File: src/rtl/aln_pkg.sv
package aln_pkg;
    localparam int SCORE_W = 21;
    typedef logic signed [SCORE_W-1:0] score_t;

    localparam score_t SCORE_NEG = {1'b1, {(SCORE_W-1){1'b0}}};
    localparam score_t SCORE_POS = {1'b0, {(SCORE_W-1){1'b1}}};

    typedef enum logic {ST_IDLE, ST_RUN} run_state_e;

    // clamp a wide signed value into the score range
    function automatic score_t sat_val(input int v);
        if (v < int'(SCORE_NEG)) return SCORE_NEG;
        if (v > int'(SCORE_POS)) return SCORE_POS;
        return score_t'(v);
    endfunction

    function automatic score_t sat_add(input score_t a, input int b);
        return sat_val(int'(a) + b);
    endfunction

    function automatic score_t smax(input score_t a, input score_t b);
        return (a > b) ? a : b;
    endfunction
endpackage

File: src/rtl/aln_cell.sv
module aln_cell
    import aln_pkg::*;
#(
    parameter int MATCH    = 2,
    parameter int MISMATCH = -3,
    parameter int GAP_OPEN = 5,
    parameter int GAP_EXT  = 1
) (
    input  logic       valid,
    input  logic       boundary,
    input  score_t     bnd_val,
    input  logic [1:0] sym_a,
    input  logic [1:0] sym_b,
    input  score_t     diag_h,
    input  score_t     up_h,
    input  score_t     up_f,
    input  score_t     left_h,
    input  score_t     left_e,
    output score_t     cell_h,
    output score_t     cell_e,
    output score_t     cell_f
);
    score_t e_val, f_val, dg_val;

    always_comb begin
        e_val  = smax(sat_add(left_h, -GAP_OPEN), sat_add(left_e, -GAP_EXT));
        f_val  = smax(sat_add(up_h, -GAP_OPEN), sat_add(up_f, -GAP_EXT));
        dg_val = sat_add(diag_h, (sym_a == sym_b) ? MATCH : MISMATCH);
        if (!valid) begin
            cell_h = SCORE_NEG;
            cell_e = SCORE_NEG;
            cell_f = SCORE_NEG;
        end else if (boundary) begin
            cell_h = bnd_val;
            cell_e = SCORE_NEG;
            cell_f = SCORE_NEG;
        end else begin
            cell_e = e_val;
            cell_f = f_val;
            cell_h = smax(dg_val, smax(e_val, f_val));
        end
    end
endmodule

File: src/rtl/aln_band_store.sv
module aln_band_store
    import aln_pkg::*;
#(
    parameter int BAND_W   = 4,
    parameter int GAP_OPEN = 5,
    parameter int GAP_EXT  = 1,
    parameter int LEN_W    = 9,
    localparam int BW      = 2 * BAND_W + 1,
    localparam int OFF_W   = $clog2(BW)
) (
    input  logic             clk,
    input  logic             rst_n,
    input  logic             init,
    input  logic [LEN_W-1:0] init_n,
    input  logic             wr_en,
    input  logic [OFF_W-1:0] off,
    input  score_t           wr_h,
    input  score_t           wr_f,
    output score_t           diag_h,
    output score_t           up_h,
    output score_t           up_f
);
    score_t h_q [BW];
    score_t f_q [BW];
    score_t init_v [BW];

    // row-zero seed per band slot, column = slot - BAND_W
    for (genvar k = 0; k < BW; k++) begin : g_seed
        localparam int COL = k - BAND_W;
        if (COL < 0) begin : g_left
            assign init_v[k] = SCORE_NEG;
        end else if (COL == 0) begin : g_origin
            assign init_v[k] = '0;
        end else begin : g_right
            assign init_v[k] = (COL <= int'(init_n))
                ? sat_val(-(GAP_OPEN + (COL - 1) * GAP_EXT)) : SCORE_NEG;
        end
    end

    always_ff @(posedge clk) begin
        for (int k = 0; k < BW; k++) begin
            if (!rst_n) begin
                h_q[k] <= SCORE_NEG;
                f_q[k] <= SCORE_NEG;
            end else if (init) begin
                h_q[k] <= init_v[k];
                f_q[k] <= SCORE_NEG;
            end else if (wr_en && (int'(off) == k)) begin
                h_q[k] <= wr_h;
                f_q[k] <= wr_f;
            end
        end
    end

    always_comb begin
        diag_h = h_q[off];
        if (int'(off) < BW - 1) begin
            up_h = h_q[OFF_W'(off + 1'b1)];
            up_f = f_q[OFF_W'(off + 1'b1)];
        end else begin
            up_h = SCORE_NEG;
            up_f = SCORE_NEG;
        end
    end
endmodule

File: src/rtl/banded_read_scorer.sv
module banded_read_scorer
    import aln_pkg::*;
#(
    parameter int MAX_LEN  = 400,
    parameter int BAND_W   = 4,
    parameter int MATCH    = 2,
    parameter int MISMATCH = -3,
    parameter int GAP_OPEN = 5,
    parameter int GAP_EXT  = 1,
    localparam int LEN_W   = $clog2(MAX_LEN + 1)
) (
    input  logic                      clk,
    input  logic                      rst_n,
    input  logic                      start,
    input  logic [LEN_W-1:0]          read_len,
    input  logic [LEN_W-1:0]          ref_len,
    output logic [LEN_W-1:0]          read_idx,
    output logic [LEN_W-1:0]          ref_idx,
    input  logic [1:0]                read_sym,
    input  logic [1:0]                ref_sym,
    output logic                      busy,
    output logic                      done,
    output logic signed [SCORE_W-1:0] score,
    output logic                      covered
);
    localparam int BW    = 2 * BAND_W + 1;
    localparam int OFF_W = $clog2(BW);
    localparam int J_W   = LEN_W + 2;

    typedef struct packed {
        run_state_e       state;
        logic [LEN_W-1:0] m;
        logic [LEN_W-1:0] n;
        logic [LEN_W-1:0] row;
        logic [OFF_W-1:0] off;
        score_t           h_left;
        score_t           e_left;
        score_t           best;
        logic [OFF_W-1:0] best_off;
        logic             done;
        logic             covered;
        score_t           score;
    } scorer_t;

    scorer_t q, d;

    logic signed [J_W-1:0] col_j;
    logic                  cell_valid, cell_bnd, band_init, band_wr;
    score_t                bnd_val, diag_h, up_h, up_f, cell_h, cell_e, cell_f;

    assign col_j = $signed({2'b00, q.row}) + $signed({{(J_W-OFF_W){1'b0}}, q.off})
                 - $signed(J_W'(BAND_W));
    assign cell_valid = (col_j >= 0) && (col_j <= $signed({2'b00, q.n}));
    assign cell_bnd   = (col_j == 0);
    assign bnd_val    = sat_val(-(GAP_OPEN + (int'(q.row) - 1) * GAP_EXT));
    assign read_idx   = (q.row != '0) ? q.row - 1'b1 : '0;
    assign ref_idx    = (col_j >= 1) ? LEN_W'(col_j - 1) : '0;
    assign band_init  = (q.state == ST_IDLE) && start && (read_len != '0);
    assign band_wr    = (q.state == ST_RUN);

    aln_band_store #(
        .BAND_W(BAND_W), .GAP_OPEN(GAP_OPEN), .GAP_EXT(GAP_EXT), .LEN_W(LEN_W)
    ) store_i (
        .clk(clk), .rst_n(rst_n), .init(band_init), .init_n(ref_len),
        .wr_en(band_wr), .off(q.off), .wr_h(cell_h), .wr_f(cell_f),
        .diag_h(diag_h), .up_h(up_h), .up_f(up_f)
    );

    aln_cell #(
        .MATCH(MATCH), .MISMATCH(MISMATCH), .GAP_OPEN(GAP_OPEN), .GAP_EXT(GAP_EXT)
    ) cell_i (
        .valid(cell_valid), .boundary(cell_bnd), .bnd_val(bnd_val),
        .sym_a(read_sym), .sym_b(ref_sym),
        .diag_h(diag_h), .up_h(up_h), .up_f(up_f),
        .left_h(q.h_left), .left_e(q.e_left),
        .cell_h(cell_h), .cell_e(cell_e), .cell_f(cell_f)
    );

    always_comb begin
        score_t           nb;
        logic [OFF_W-1:0] nbo;
        d      = q;
        d.done = 1'b0;
        nb     = q.best;
        nbo    = q.best_off;
        unique case (q.state)
            ST_IDLE: begin
                if (start) begin
                    d.m        = read_len;
                    d.n        = ref_len;
                    d.row      = LEN_W'(1);
                    d.off      = '0;
                    d.h_left   = SCORE_NEG;
                    d.e_left   = SCORE_NEG;
                    d.best     = SCORE_NEG;
                    d.best_off = '0;
                    if (read_len == '0) begin
                        d.done    = 1'b1;
                        d.score   = '0;
                        d.covered = 1'b1;
                    end else begin
                        d.state = ST_RUN;
                    end
                end
            end
            ST_RUN: begin
                if (cell_h > q.best) begin
                    nb  = cell_h;
                    nbo = q.off;
                end
                d.h_left = cell_h;
                d.e_left = cell_e;
                if (int'(q.off) == BW - 1) begin
                    if (q.row == q.m) begin
                        d.state   = ST_IDLE;
                        d.done    = 1'b1;
                        d.covered = 1'b1;
                        d.score   = nb;
                    end else if (nbo == '0 || int'(nbo) == BW - 1) begin
                        d.state   = ST_IDLE;
                        d.done    = 1'b1;
                        d.covered = 1'b0;
                        d.score   = nb;
                    end else begin
                        d.row      = q.row + 1'b1;
                        d.off      = '0;
                        d.h_left   = SCORE_NEG;
                        d.e_left   = SCORE_NEG;
                        d.best     = SCORE_NEG;
                        d.best_off = '0;
                    end
                end else begin
                    d.off      = q.off + 1'b1;
                    d.best     = nb;
                    d.best_off = nbo;
                end
            end
            default: d.state = ST_IDLE;
        endcase
    end

    always_ff @(posedge clk) begin
        if (!rst_n) begin
            q          <= '0;
            q.state    <= ST_IDLE;
            q.h_left   <= SCORE_NEG;
            q.e_left   <= SCORE_NEG;
            q.best     <= SCORE_NEG;
        end else begin
            q <= d;
        end
    end

    assign busy    = (q.state == ST_RUN);
    assign done    = q.done;
    assign score   = q.score;
    assign covered = q.covered;
endmodule

File: config.mk
export PLATFORM = sky130hd
export DESIGN_NAME = banded_read_scorer
export DESIGN_NICKNAME = d
export VERILOG_FILES = /design/src/rtl/aln_pkg.sv /design/src/rtl/aln_cell.sv /design/src/rtl/aln_band_store.sv /design/src/rtl/banded_read_scorer.sv
export SDC_FILE = /design/constraint.sdc
export NUM_CORES = 1
export LEC_CHECK = 0
export ABC_AREA = 1
export BUFFER_PORTS_ARGS = -buffer_cell sky130_fd_sc_hd__buf_2
export CAP_MARGIN = 20
export CELL_PAD_IN_SITES_DETAIL_PLACEMENT = 1
export CELL_PAD_IN_SITES_GLOBAL_PLACEMENT = 2
export CORE_ASPECT_RATIO = 0.6
export CORE_MARGIN = 4
export CORE_UTILIZATION = 38
export DETAILED_ROUTE_END_ITERATION = 12
export PLACE_DENSITY = 0.81
export REMOVE_ABC_BUFFERS = 1
export SLEW_MARGIN = 10
export SYNTH_ARGS = -nofsm -noshare
export SYNTH_HDL_FRONTEND = slang
export SYNTH_HIERARCHICAL = 1
export SYNTH_SLANG_ARGS = --single-unit
File: constraint.sdc
create_clock -name clk -period 10.7 [get_ports clk]
set_input_delay 0 -clock clk [delete_from_list [all_inputs] [get_ports clk]]
set_output_delay 0 -clock clk [all_outputs]
set_load 0.02 [all_outputs]
==> out/metrics.cfg <==
[clock_network]
cts-buffers-inserted = 53
cts_buffer_depth = 3
clock-sinks = 499
htreeDepth = 2
cts.reportedPaths.clkPinSlew_ns = 0.07
clockRootBuffer = clkbuf_16
cts_tree = done
clock_latency_ns = 0.66

[timing]
finalHoldViolations = 0
fin_crit_ns = 10.34
slew_violations = 0
fin_skew_ns = 0.04871
max-slew-margin-rel_pct = 25.79
clock.fmax_mhz = 96.68
worstMarginPinSlew_ns = 1.110
rsz0062_at_grt = true
period_share_pct = 96.67
finalSetupViolations = 0
setup_ws_ns = 0.3568

[grt]
grt_pass1_wl_um = 228700
antenna_found_initial = 0
grt_pass1_vias = 34540
grt_overflow = 0
grt_usage_pct = 30.09
grt_start_max_net_pins = 83

[route]
vias = 35860
routedWlPerCell_um = 24.19
drtAntennaViolNets = 0
drt_first_pass_iters = 5
drt-total-wl_um = 159900
drc = 0
via_per_inst = 5.424
drtIter0Drc = 3332

[synth]
synth_area_per_cell_um2 = 7.089
mappedNetlistArea_um2 = 36540
synth_top_cells_by_area = edfxtp_1, nand2_1, nand3_1
synthDistinctLibCells = 60
synth-edff-count = 378
synth-seq-cells = 499
synthCells = 5154
ys.flop_type = edfxtp_1
yosysMostFrequentCell = nand2_1
async_reset_ff_share_pct = 0
synth_top_area_share_pct = 31.07
ys_warn_count = 6
yosys.area.top_type = edfxtp_1
synth.top_cells.by_count = nand2_1, inv_1, nor2_1, nand3_1, edfxtp_1
synth_sequential_area_ratio_pct = 37.69

[critical_path]
worst-path-buf-inv = 18
cp.arrival_ns = 10.87
worstPathMaxFanout = 26
crit_path_end_kind = flip-flop
r2r_slack_ns = 0.36
cp_common_cell = nand2_1
cp_slowest_stage_delay_ns = 0.42
r2r_start = q[90]$_SDFFE_PN0P_
r2r-end = q[57]$_SDFFE_PN0P_
required_ns = 11.23
cp-endpoint = q[57]$_SDFFE_PN0P_
critPathKind = flip-flop to flip-flop
startpoint = q[90]$_SDFFE_PN0P_
crit_slowest_cell = dfxtp_4
path_depth = 74
cp-start-kind = flip-flop
timing.reg2reg.worst_path_depth = 74
critPathTopFamily = simple AND/OR/NAND/NOR gates

[die]
core_area_um2 = 94590
die-area_um2 = 101300
die_x_um = 408.3
die_height_um = 248.2
ios = 67
num_rows = 87
initial_core_util_pct = 38.63

[placed_design]
dpl_worst_slack_ns = -0.05891
dp.final_hpwl_um = 114400
dp.cells = 6430
gp_congestion = 0.9737
io_buffers = 66

[cells_and_area]
final_cells = 6611
drive_above_1_share_pct = 15.25
n_antenna_cell = 0
syn_to_final_growth_pct = 17.08
nets = 5531

[flow_run]
max_cap_viol_count = 0

[status]
outcome = finished clean

[min_path]
worst_hold_path_type = input port to flip-flop

## flip-flops by register name, summed over array words and instances, names as in the netlist
name	flops
q	97
store_i/f_q	189
store_i/h_q	189
covered	1
score	21
busy	1
done	1
## layout by cell type (no fill, tap or decap), types with 56 or more instances in the layout
cell       netlist  layout
ha_1           179     164
xor2_1          68      66
nand2_2         41      91
nor2_1         613     572
nand2_1       1437    1377
o211ai_1        84      84
a21oi_1        235     224
o21ai_0         91      88
nand3_2         40      56
buf_4           42     222
dfxtp_1        121     117
clkbuf_16        0      66
buf_2           85      66
nor2_2          36      57
inv_1          655     644
nand4_1         67      67
nand3_1        553     531
edfxtp_1       378     378
## worst register-to-register path, delay by kind of cell (launching register included)
kind                     cells  cell delay, ns
adder cells (fa/ha/maj)      6            1.76
AND/OR/NAND/NOR             45            4.89
buffers and inverters       18            2.25
AO/OA/AOI/OAI                4            0.73
flip-flops                   1            0.42
XOR/XNOR                     1            0.17
## cells by family after synthesis
group / count (synthesis) / synth area share [%]
AND/OR/NAND/NOR: 2888 / 34.49
buffers and inverters: 989 / 11.37
flip-flops: 499 / 37.69
AO/OA/AOI/OAI: 494 / 7.718
adder cells (fa/ha/maj): 181 / 6.239
XOR/XNOR: 103 / 2.489
## final cells by class
cell class | instances | area, um^2
Tap cell | 1246 | 1559
Clock buffer | 69 | 1408
Sequential cell | 499 | 13780
Multi-Input combinational cell | 3666 | 19530
Fill cell | 11800 | 51810
Inverter | 722 | 2731
Timing Repair Buffer | 383 | 3493
Clock inverter | 26 | 275.3
## timing repair
item	4_1_cts	5_1_grt
pin swaps	0	47
resized for setup	4	238
setup endpoints to repair	79	103
hold buffers	38	0
buffers inserted	0	33
hold endpoints to repair	50	0
gates cloned	0	14
## per-stage QoR
step           util (%)  instance area (um^2)  TNS [ns]  hold WS (ns)
2_1_floorplan         -                 35100  -6723.68       0.09372
6_report          45.23                 42780         0        0.4447
3_3_place_gp      41.32                 39090         0        0.2501
3_5_place_dp      41.36                 39120   -0.6175        0.2572
4_1_cts           43.56                 41200         0        0.4066
5_1_grt           45.23                 42780    -12.97        0.4759
## worst min path at each step
stage / start / endpoint / slack (ns) / cells after the start
4_1_cts: rst_n / q[47]$_SDFFE_PN1P_ / 0.41 / 3
3_5_place_dp: read_len[0] / q[112]$_SDFFE_PN0P_ / 0.26 / 3
6_report: rst_n / q[47]$_SDFFE_PN1P_ / 0.44 / 3
2_1_floorplan: rst_n / q[47]$_SDFFE_PN1P_ / 0.09 / 1
5_1_grt: q[106]$_SDFFE_PN0P_ / q[106]$_SDFFE_PN0P_ / 0.48 / 2
3_3_place_gp: read_len[8] / q[120]$_SDFFE_PN0P_ / 0.25 / 3
## routing by layer
| layer | track usage [%] | vias to the layer above | part of all wire, % |
|---|---|---|---|
| met5 | 0.8388 | - | 0.081 |
| met4 | 4.859 | 2 | 1.7 |
| met1 | 47.62 | 17590 | 50 |
| met2 | 40.32 | 1227 | 38 |
| li1 | - | 16880 | - |
| met3 | 8.272 | 157 | 11 |
Power is left out: the tool's default activity adds up to more than one toggle a clock period on the data nets, which glitch-free logic cannot reach.
